==> config.mk <==
export PLATFORM = sky130hd
export DESIGN_NAME = spi_cfg_regs
export DESIGN_NICKNAME = d
export VERILOG_FILES = /design/src/rtl/spi_cfg_pkg.sv /design/src/rtl/spi_cfg_sync.sv /design/src/rtl/spi_cfg_frame.sv /design/src/rtl/spi_cfg_bank.sv /design/src/rtl/spi_cfg_regs.sv
export SDC_FILE = /design/constraint.sdc
export NUM_CORES = 1
export LEC_CHECK = 0
export ABC_AREA = 1
export BUFFER_PORTS_ARGS = -buffer_cell sky130_fd_sc_hd__buf_2
export CORE_AREA = 2 2 100 112
export CTS_CLUSTER_DIAMETER = 40
export DETAILED_ROUTE_END_ITERATION = 16
export DIE_AREA = 0 0 102 114
export PLACE_DENSITY = 0.81
export SYNTH_ARGS = -nofsm -noshare
export SYNTH_HDL_FRONTEND = slang
export SYNTH_SLANG_ARGS = --single-unit
==> constraint.sdc <==
create_clock -name clk -period 4.65 [get_ports clk]
set_input_delay 0.465 -clock clk [delete_from_list [all_inputs] [get_ports clk]]
set_output_delay 0.465 -clock clk [all_outputs]
set_load 0.005 [all_outputs]
==> src/rtl/spi_cfg_pkg.sv <==
package spi_cfg_pkg;
  localparam int unsigned NUM_REGS = 16;
  localparam int unsigned ADDR_W   = 5;
  localparam int unsigned DATA_W   = 8;

  localparam int unsigned A_ADC_CUR = 2;
  localparam int unsigned A_AIN     = 4;
  localparam int unsigned A_BLK     = 8;
  localparam int unsigned A_AIF     = 9;
  localparam int unsigned A_OFF_HI  = 11;
  localparam int unsigned A_OFF_LO  = 12;
  localparam int unsigned A_SM_CFG  = 13;
  localparam int unsigned A_ADC_REF = 14;
  localparam int unsigned A_DAC_REF = 15;

  // true when the address has storage behind it
  function automatic logic reg_is_impl(input logic [ADDR_W-1:0] a);
    case (a)
      5'(A_ADC_CUR), 5'(A_AIN), 5'(A_BLK), 5'(A_AIF), 5'(A_OFF_HI),
      5'(A_OFF_LO), 5'(A_SM_CFG), 5'(A_ADC_REF), 5'(A_DAC_REF): return 1'b1;
      default: return 1'b0;
    endcase
  endfunction

  // power-up value, with strap levels folded in
  function automatic logic [DATA_W-1:0] reg_default(input int unsigned a,
      input logic st_ss, input logic st_sck, input logic st_mosi);
    case (a)
      A_ADC_CUR: return 8'hF0;
      A_AIN:     return 8'h08 | {5'd0, st_sck, 2'd0};
      A_BLK:     return 8'h0C;
      A_AIF:     return 8'h24 | {st_ss, 6'd0, st_mosi};
      default:   return '0;
    endcase
  endfunction
endpackage

==> src/rtl/spi_cfg_sync.sv <==
module spi_cfg_sync #(
  parameter int unsigned WIDTH  = 3,
  parameter int unsigned STAGES = 2
) (
  input  logic             clk,
  input  logic [WIDTH-1:0] din,
  output logic [WIDTH-1:0] lvl,
  output logic [WIDTH-1:0] rise,
  output logic [WIDTH-1:0] fall
);
  // no reset: straps must pass through while reset is held
  for (genvar b = 0; b < WIDTH; b++) begin : g_bit
    logic [STAGES-1:0] chain;
    logic              prev;
    always_ff @(posedge clk) begin
      chain <= {chain[STAGES-2:0], din[b]};
      prev  <= chain[STAGES-1];
    end
    assign lvl[b]  = chain[STAGES-1];
    assign rise[b] = chain[STAGES-1] & ~prev;
    assign fall[b] = ~chain[STAGES-1] & prev;
  end
endmodule

==> src/rtl/spi_cfg_frame.sv <==
module spi_cfg_frame
  import spi_cfg_pkg::*;
#(
  parameter int unsigned AW = ADDR_W,
  parameter int unsigned DW = DATA_W
) (
  input  logic          clk,
  input  logic          rst_n,
  input  logic          ss_s,
  input  logic          sck_rise,
  input  logic          sck_fall,
  input  logic          mosi_s,
  input  logic [DW-1:0] rd_data,
  output logic [AW-1:0] rd_addr,
  output logic          wr_en,
  output logic [AW-1:0] wr_addr,
  output logic [DW-1:0] wr_data,
  output logic          miso
);
  localparam int unsigned CMD_W   = 8;
  localparam int unsigned FRAME_W = CMD_W + DW;
  localparam int unsigned CNT_W   = $clog2(FRAME_W + 1);

  logic [CNT_W-1:0]   cnt;
  logic [FRAME_W-1:0] sh;
  logic [DW-1:0]      rd_sh;

  assign rd_addr = sh[AW-1:0];
  assign miso    = rd_sh[DW-1];

  always_ff @(posedge clk) begin
    wr_en <= 1'b0;
    if (!rst_n || ss_s) begin
      cnt   <= '0;
      sh    <= '0;
      rd_sh <= '0;
    end else begin
      if (sck_rise && cnt < CNT_W'(FRAME_W)) begin
        sh  <= {sh[FRAME_W-2:0], mosi_s};
        cnt <= cnt + 1'b1;
        // last bit: sh holds bits 15..1 of the frame
        if (cnt == CNT_W'(FRAME_W - 1) && sh[FRAME_W-2]) begin
          wr_en   <= 1'b1;
          wr_addr <= sh[DW+AW-2:DW-1];
          wr_data <= {sh[DW-2:0], mosi_s};
        end
      end
      if (sck_fall) begin
        if (cnt == CNT_W'(CMD_W))
          rd_sh <= sh[CMD_W-1] ? '0 : rd_data;
        else
          rd_sh <= {rd_sh[DW-2:0], 1'b0};
      end
    end
  end
endmodule

==> src/rtl/spi_cfg_bank.sv <==
module spi_cfg_bank
  import spi_cfg_pkg::*;
#(
  parameter int unsigned NR = NUM_REGS,
  parameter int unsigned AW = ADDR_W,
  parameter int unsigned DW = DATA_W
) (
  input  logic                  clk,
  input  logic                  rst_n,
  input  logic                  st_ss,
  input  logic                  st_sck,
  input  logic                  st_mosi,
  input  logic                  wr_en,
  input  logic [AW-1:0]         wr_addr,
  input  logic [DW-1:0]         wr_data,
  input  logic [AW-1:0]         rd_addr,
  output logic [DW-1:0]         rd_data,
  output logic [NR-1:0][DW-1:0] regs
);
  localparam int unsigned IDX_W = $clog2(NR);

  for (genvar i = 0; i < NR; i++) begin : g_reg
    if (reg_is_impl(AW'(i))) begin : g_store
      logic [DW-1:0] r;
      always_ff @(posedge clk) begin
        if (!rst_n)
          r <= reg_default(i, st_ss, st_sck, st_mosi);
        else if (wr_en && wr_addr == AW'(i))
          r <= wr_data;
      end
      assign regs[i] = r;
    end else begin : g_hole
      assign regs[i] = '0;
    end
  end

  assign rd_data = (rd_addr >= AW'(NR)) ? '0 : regs[rd_addr[IDX_W-1:0]];
endmodule

==> src/rtl/spi_cfg_regs.sv <==
module spi_cfg_regs
  import spi_cfg_pkg::*;
#(
  parameter int unsigned SYNC_STAGES = 2
) (
  input  logic        clk,
  input  logic        rst_n,
  input  logic        ss_n,
  input  logic        sck,
  input  logic        mosi,
  output logic        miso,
  output logic [7:0]  adc_cur,
  output logic [7:0]  ain_cfg,
  output logic        dac_en,
  output logic        adc_en,
  output logic [1:0]  mclk_div,
  output logic [7:0]  aif_cfg,
  output logic        loopback,
  output logic [15:0] off_time,
  output logic [7:0]  adc_ref,
  output logic [7:0]  dac_ref
);
  logic [2:0] lvl, rise, fall;
  logic       ss_s, sck_s, mosi_s, sck_rise, sck_fall;
  logic                           wr_en;
  logic [ADDR_W-1:0]              wr_addr, rd_addr;
  logic [DATA_W-1:0]              wr_data, rd_data;
  logic [NUM_REGS-1:0][DATA_W-1:0] regs;

  spi_cfg_sync #(.WIDTH(3), .STAGES(SYNC_STAGES)) u_sync (
    .clk(clk), .din({ss_n, sck, mosi}), .lvl(lvl), .rise(rise), .fall(fall));

  assign ss_s     = lvl[2];
  assign sck_s    = lvl[1];
  assign mosi_s   = lvl[0];
  assign sck_rise = rise[1];
  assign sck_fall = fall[1];

  spi_cfg_frame u_frame (
    .clk(clk), .rst_n(rst_n), .ss_s(ss_s), .sck_rise(sck_rise),
    .sck_fall(sck_fall), .mosi_s(mosi_s), .rd_data(rd_data),
    .rd_addr(rd_addr), .wr_en(wr_en), .wr_addr(wr_addr),
    .wr_data(wr_data), .miso(miso));

  spi_cfg_bank u_bank (
    .clk(clk), .rst_n(rst_n), .st_ss(ss_s), .st_sck(sck_s),
    .st_mosi(mosi_s), .wr_en(wr_en), .wr_addr(wr_addr),
    .wr_data(wr_data), .rd_addr(rd_addr), .rd_data(rd_data),
    .regs(regs));

  assign adc_cur  = regs[A_ADC_CUR];
  assign ain_cfg  = regs[A_AIN];
  assign dac_en   = regs[A_BLK][3];
  assign adc_en   = regs[A_BLK][2];
  assign mclk_div = regs[A_BLK][1:0];
  assign aif_cfg  = regs[A_AIF];
  assign loopback = regs[A_AIF][6];
  assign off_time = {regs[A_OFF_HI], regs[A_OFF_LO]};
  assign adc_ref  = regs[A_ADC_REF];
  assign dac_ref  = regs[A_DAC_REF];
endmodule

==> summary.txt <==
DRT Pass-1 Iters - 5
Post-synthesis sequential area ratio - 45.6%
Slew Limit Headroom - 32.5%
Setup TNS - 0 ns
Grt ovf - 0
IO Count - 67
Crit share post-route - 50.6%
Delay-heaviest family, CP - simple AND/OR/NAND/NOR gates
Worst path arrival time - 2.38 ns
Crit Path Max Fanout - 25
Clock-pin slew on the worst setup and hold paths - 0.06 ns
Yosys top cell area share - 37.1%
Finished Layout Cells - 887
Post-CTS Setup Bufs - 0
Sink Count - 121
Net count reported at finish - 735
Final setup vio count - 0
First-pass GRT wire length - 20200 um
Setup Crit Path Kind - reg2reg
Worst-Margin Slew - 1.01 ns
Synth Register Bits - 121
Maxcap violations - 0
Startpoint Class - flip-flop
DIE AREA - 0.0116 sq mm
FFs w/ async S/R, synth - 0%
Antenna Cells - 0
Vias - 4520
Minimum clock period - 2.35 ns
RSZ-0062 raised after global routing - no
Commonest cells in the netlist - 143 x nand2_1, 105 x dfxtp_1, 95 x inv_1
CP required - 4.68 ns
Latest clock arrival within the worst-skew pair - 0.41 ns
Yosys top cell by area - dfxtp_1
Area Overhead vs Synth - 8.40%
All-Layer GR Usage - 22.6%
Yosys cell types - 32
Htree depth - 4
Largest net degree at the start of global routing - 73
Most frequent cell after synthesis - nand2_1
Drt initial violations - 271
Initial Utilization - 53.3%
Top area cells in the synthesized netlist - dfxtp_1 37%, nand2_1 9.5%, edfxtp_1 8.5%
Fmax - 0.425 GHz
Fillers - 944
Hold Crit Class - in2reg
CTS root buf - clkbuf_16
Hold-fix buffers, CTS - 0
CTS tree - done
Via/cell ratio - 5.10
Synth Cell Area - 0.00566 sq mm
Avg WL per Cell - 14.2 um
Post-route ant nets - 0
Final WL - 12600 um
Max rail drop VDD - 0.266 mV
Post-Syn Area per Cell - 7.73 sq um
CP most frequent cell - inv_2
Synth Flop Type - dfxtp_1
Inst Count DP - 855
CP Buf/Inv Count - 2
Vias in the first global route - 4119
YS warnings - 0
Placed instance area - 0.00553 sq mm
Core Rows - 40
Slew Viols, Final - 0
Final Hold Viols - 0
Initial antenna violation count - 0
Critical path's largest stage delay - 0.83 ns
Drt drc - 0
Placeable Area - 0.0106 sq mm
GPL Wtd Cong - 0.850
Synth Instances - 732
Pwr dens - 406 mW/mm^2
Die width - 102 um
Detail Placement HPWL - 8430 um
Fraction of layout cells with a size suffix above 1 - 17.6%
Post_cts resized - 0
Die H - 114 um
Worst-path cell chain - inv_2 -> nor3_4 -> inv_2 -> nor2_1
Status - finished, final reports clean
Crit. End Element - flip-flop
Final Instance Area - 0.00614 sq mm
CP max-delay cell - nor2_1
Port Buffer Count - 66
Num CTS Buffers - 17
Clock Tree Buf Depth - 2
Worst Skew - 0.00781 ns
Lkg Pwr - 2.71 nW
Number of flops mapped to enable cells by yosys - 16
Syn nets - 740
-- cells by family (layout without fill, tap and decap cells) --
logic type | Yosys count | after routing | share of synthesized area [%]
simple gates | 229 | 229 | 17.8
buf+inv | 195 | 203 | 18.5
fa+ha+maj | 3 | 3 | 0.663
compound gates | 184 | 184 | 17.4
flops | 121 | 121 | 45.6
-- flip-flops by register name, indices dropped and copies added, names as in the netlist --
register	cells
u_frame.sh	15
u_frame.wr_addr	5
u_frame.wr_en	1
u_sync.g_bit.chain	6
u_bank.g.g_store.r	72
u_frame.cnt	5
u_frame.rd_sh	8
u_sync.g_bit.prev	1
u_frame.wr_data	8
-- placed cells by master, fill, tap and decap left out, types with 2 or more instances in the layout --
master,count
a21oi_1,71
a21oi_2,8
a22oi_1,2
buf_2,66
buf_4,2
bufinv_16,3
clkbuf_16,17
clkinv_2,2
clkinv_4,4
clkinvlp_4,4
dfxtp_1,105
edfxtp_1,16
ha_1,3
inv_1,95
inv_2,7
nand2_1,143
nand2_2,2
nand3_1,29
nor2_1,40
nor2_4,7
nor3_4,2
o211ai_1,8
o21ai_0,79
o21ai_1,8
o22ai_1,7
-- worst reg2reg max path: stages (launching register included) --
cell and delay [ns]:
dfxtp_1 0.41, inv_2 0.08, nor3_4 0.38, inv_2 0.27, nor2_1 0.83
-- layout make-up --
type | count | area [sq um] | area share (%)
Clock buffer | 17 | 425 | 6.93
Clock inverter | 15 | 178 | 2.90
Inverter | 103 | 389 | 6.34
Multi-Input combinational cell | 416 | 2030 | 33.1
Sequential cell | 121 | 2580 | 42.1
Tap cell | 147 | 184 | 3.00
Timing Repair Buffer | 68 | 345 | 5.63
-- where the power goes --
group          switching, mW  leakage (nW)  internal, mW
sequential            0.0122          1.01          1.07
clock                  0.488         0.283         0.842
combinational         0.0552          1.42        0.0241
total                  0.555          2.71          1.93
-- worst paths after layout --
kind | startpoint | endpoint | slack, ns | cells past startpoint
worst max-delay path | u_sync.g_bit[1].chain[1]$_DFF_P_ | u_frame.wr_data[3]$_DFFE_PP_ | 2.30 | 4
worst min-delay path | sck | u_sync.g_bit[1].chain[0]$_DFF_P_ | 0.15 | 1
worst max register to register | u_sync.g_bit[1].chain[1]$_DFF_P_ | u_frame.wr_data[3]$_DFFE_PP_ | 2.30 | 4
worst min register to register | u_sync.g_bit[1].chain[0]$_DFF_P_ | u_sync.g_bit[1].chain[1]$_DFF_P_ | 0.33 | 0
-- metrics by stage --
| step | power [mW] | worst slack (ns) | util [%] | hold slack (ns) |
|---|---|---|---|---|
| after floorplan | 1.16 | 2.77 | - | 0.310 |
| after detailed placement | 1.18 | 2.28 | 52.1 | 0.318 |
| final | 2.49 | 2.30 | 57.8 | 0.151 |
| after CTS | 2.50 | 2.30 | 57.8 | 0.142 |
| after global routing | 2.55 | 2.08 | 57.8 | 0.137 |
| after global placement | 1.18 | 2.32 | 52.1 | 0.313 |
-- per-layer routing --
metal / GRT usage (%) / share of wire [%] / up-vias
met3: 5.94 / 6.5 / 48
met2: 35.6 / 47 / 186
met1: 27.4 / 41 / 1999
li1: - / - / 2287
met5: 0 / 0 / -
met4: 14.1 / 4.9 / 0
Note: power is estimated with default switching activity, not from simulation.
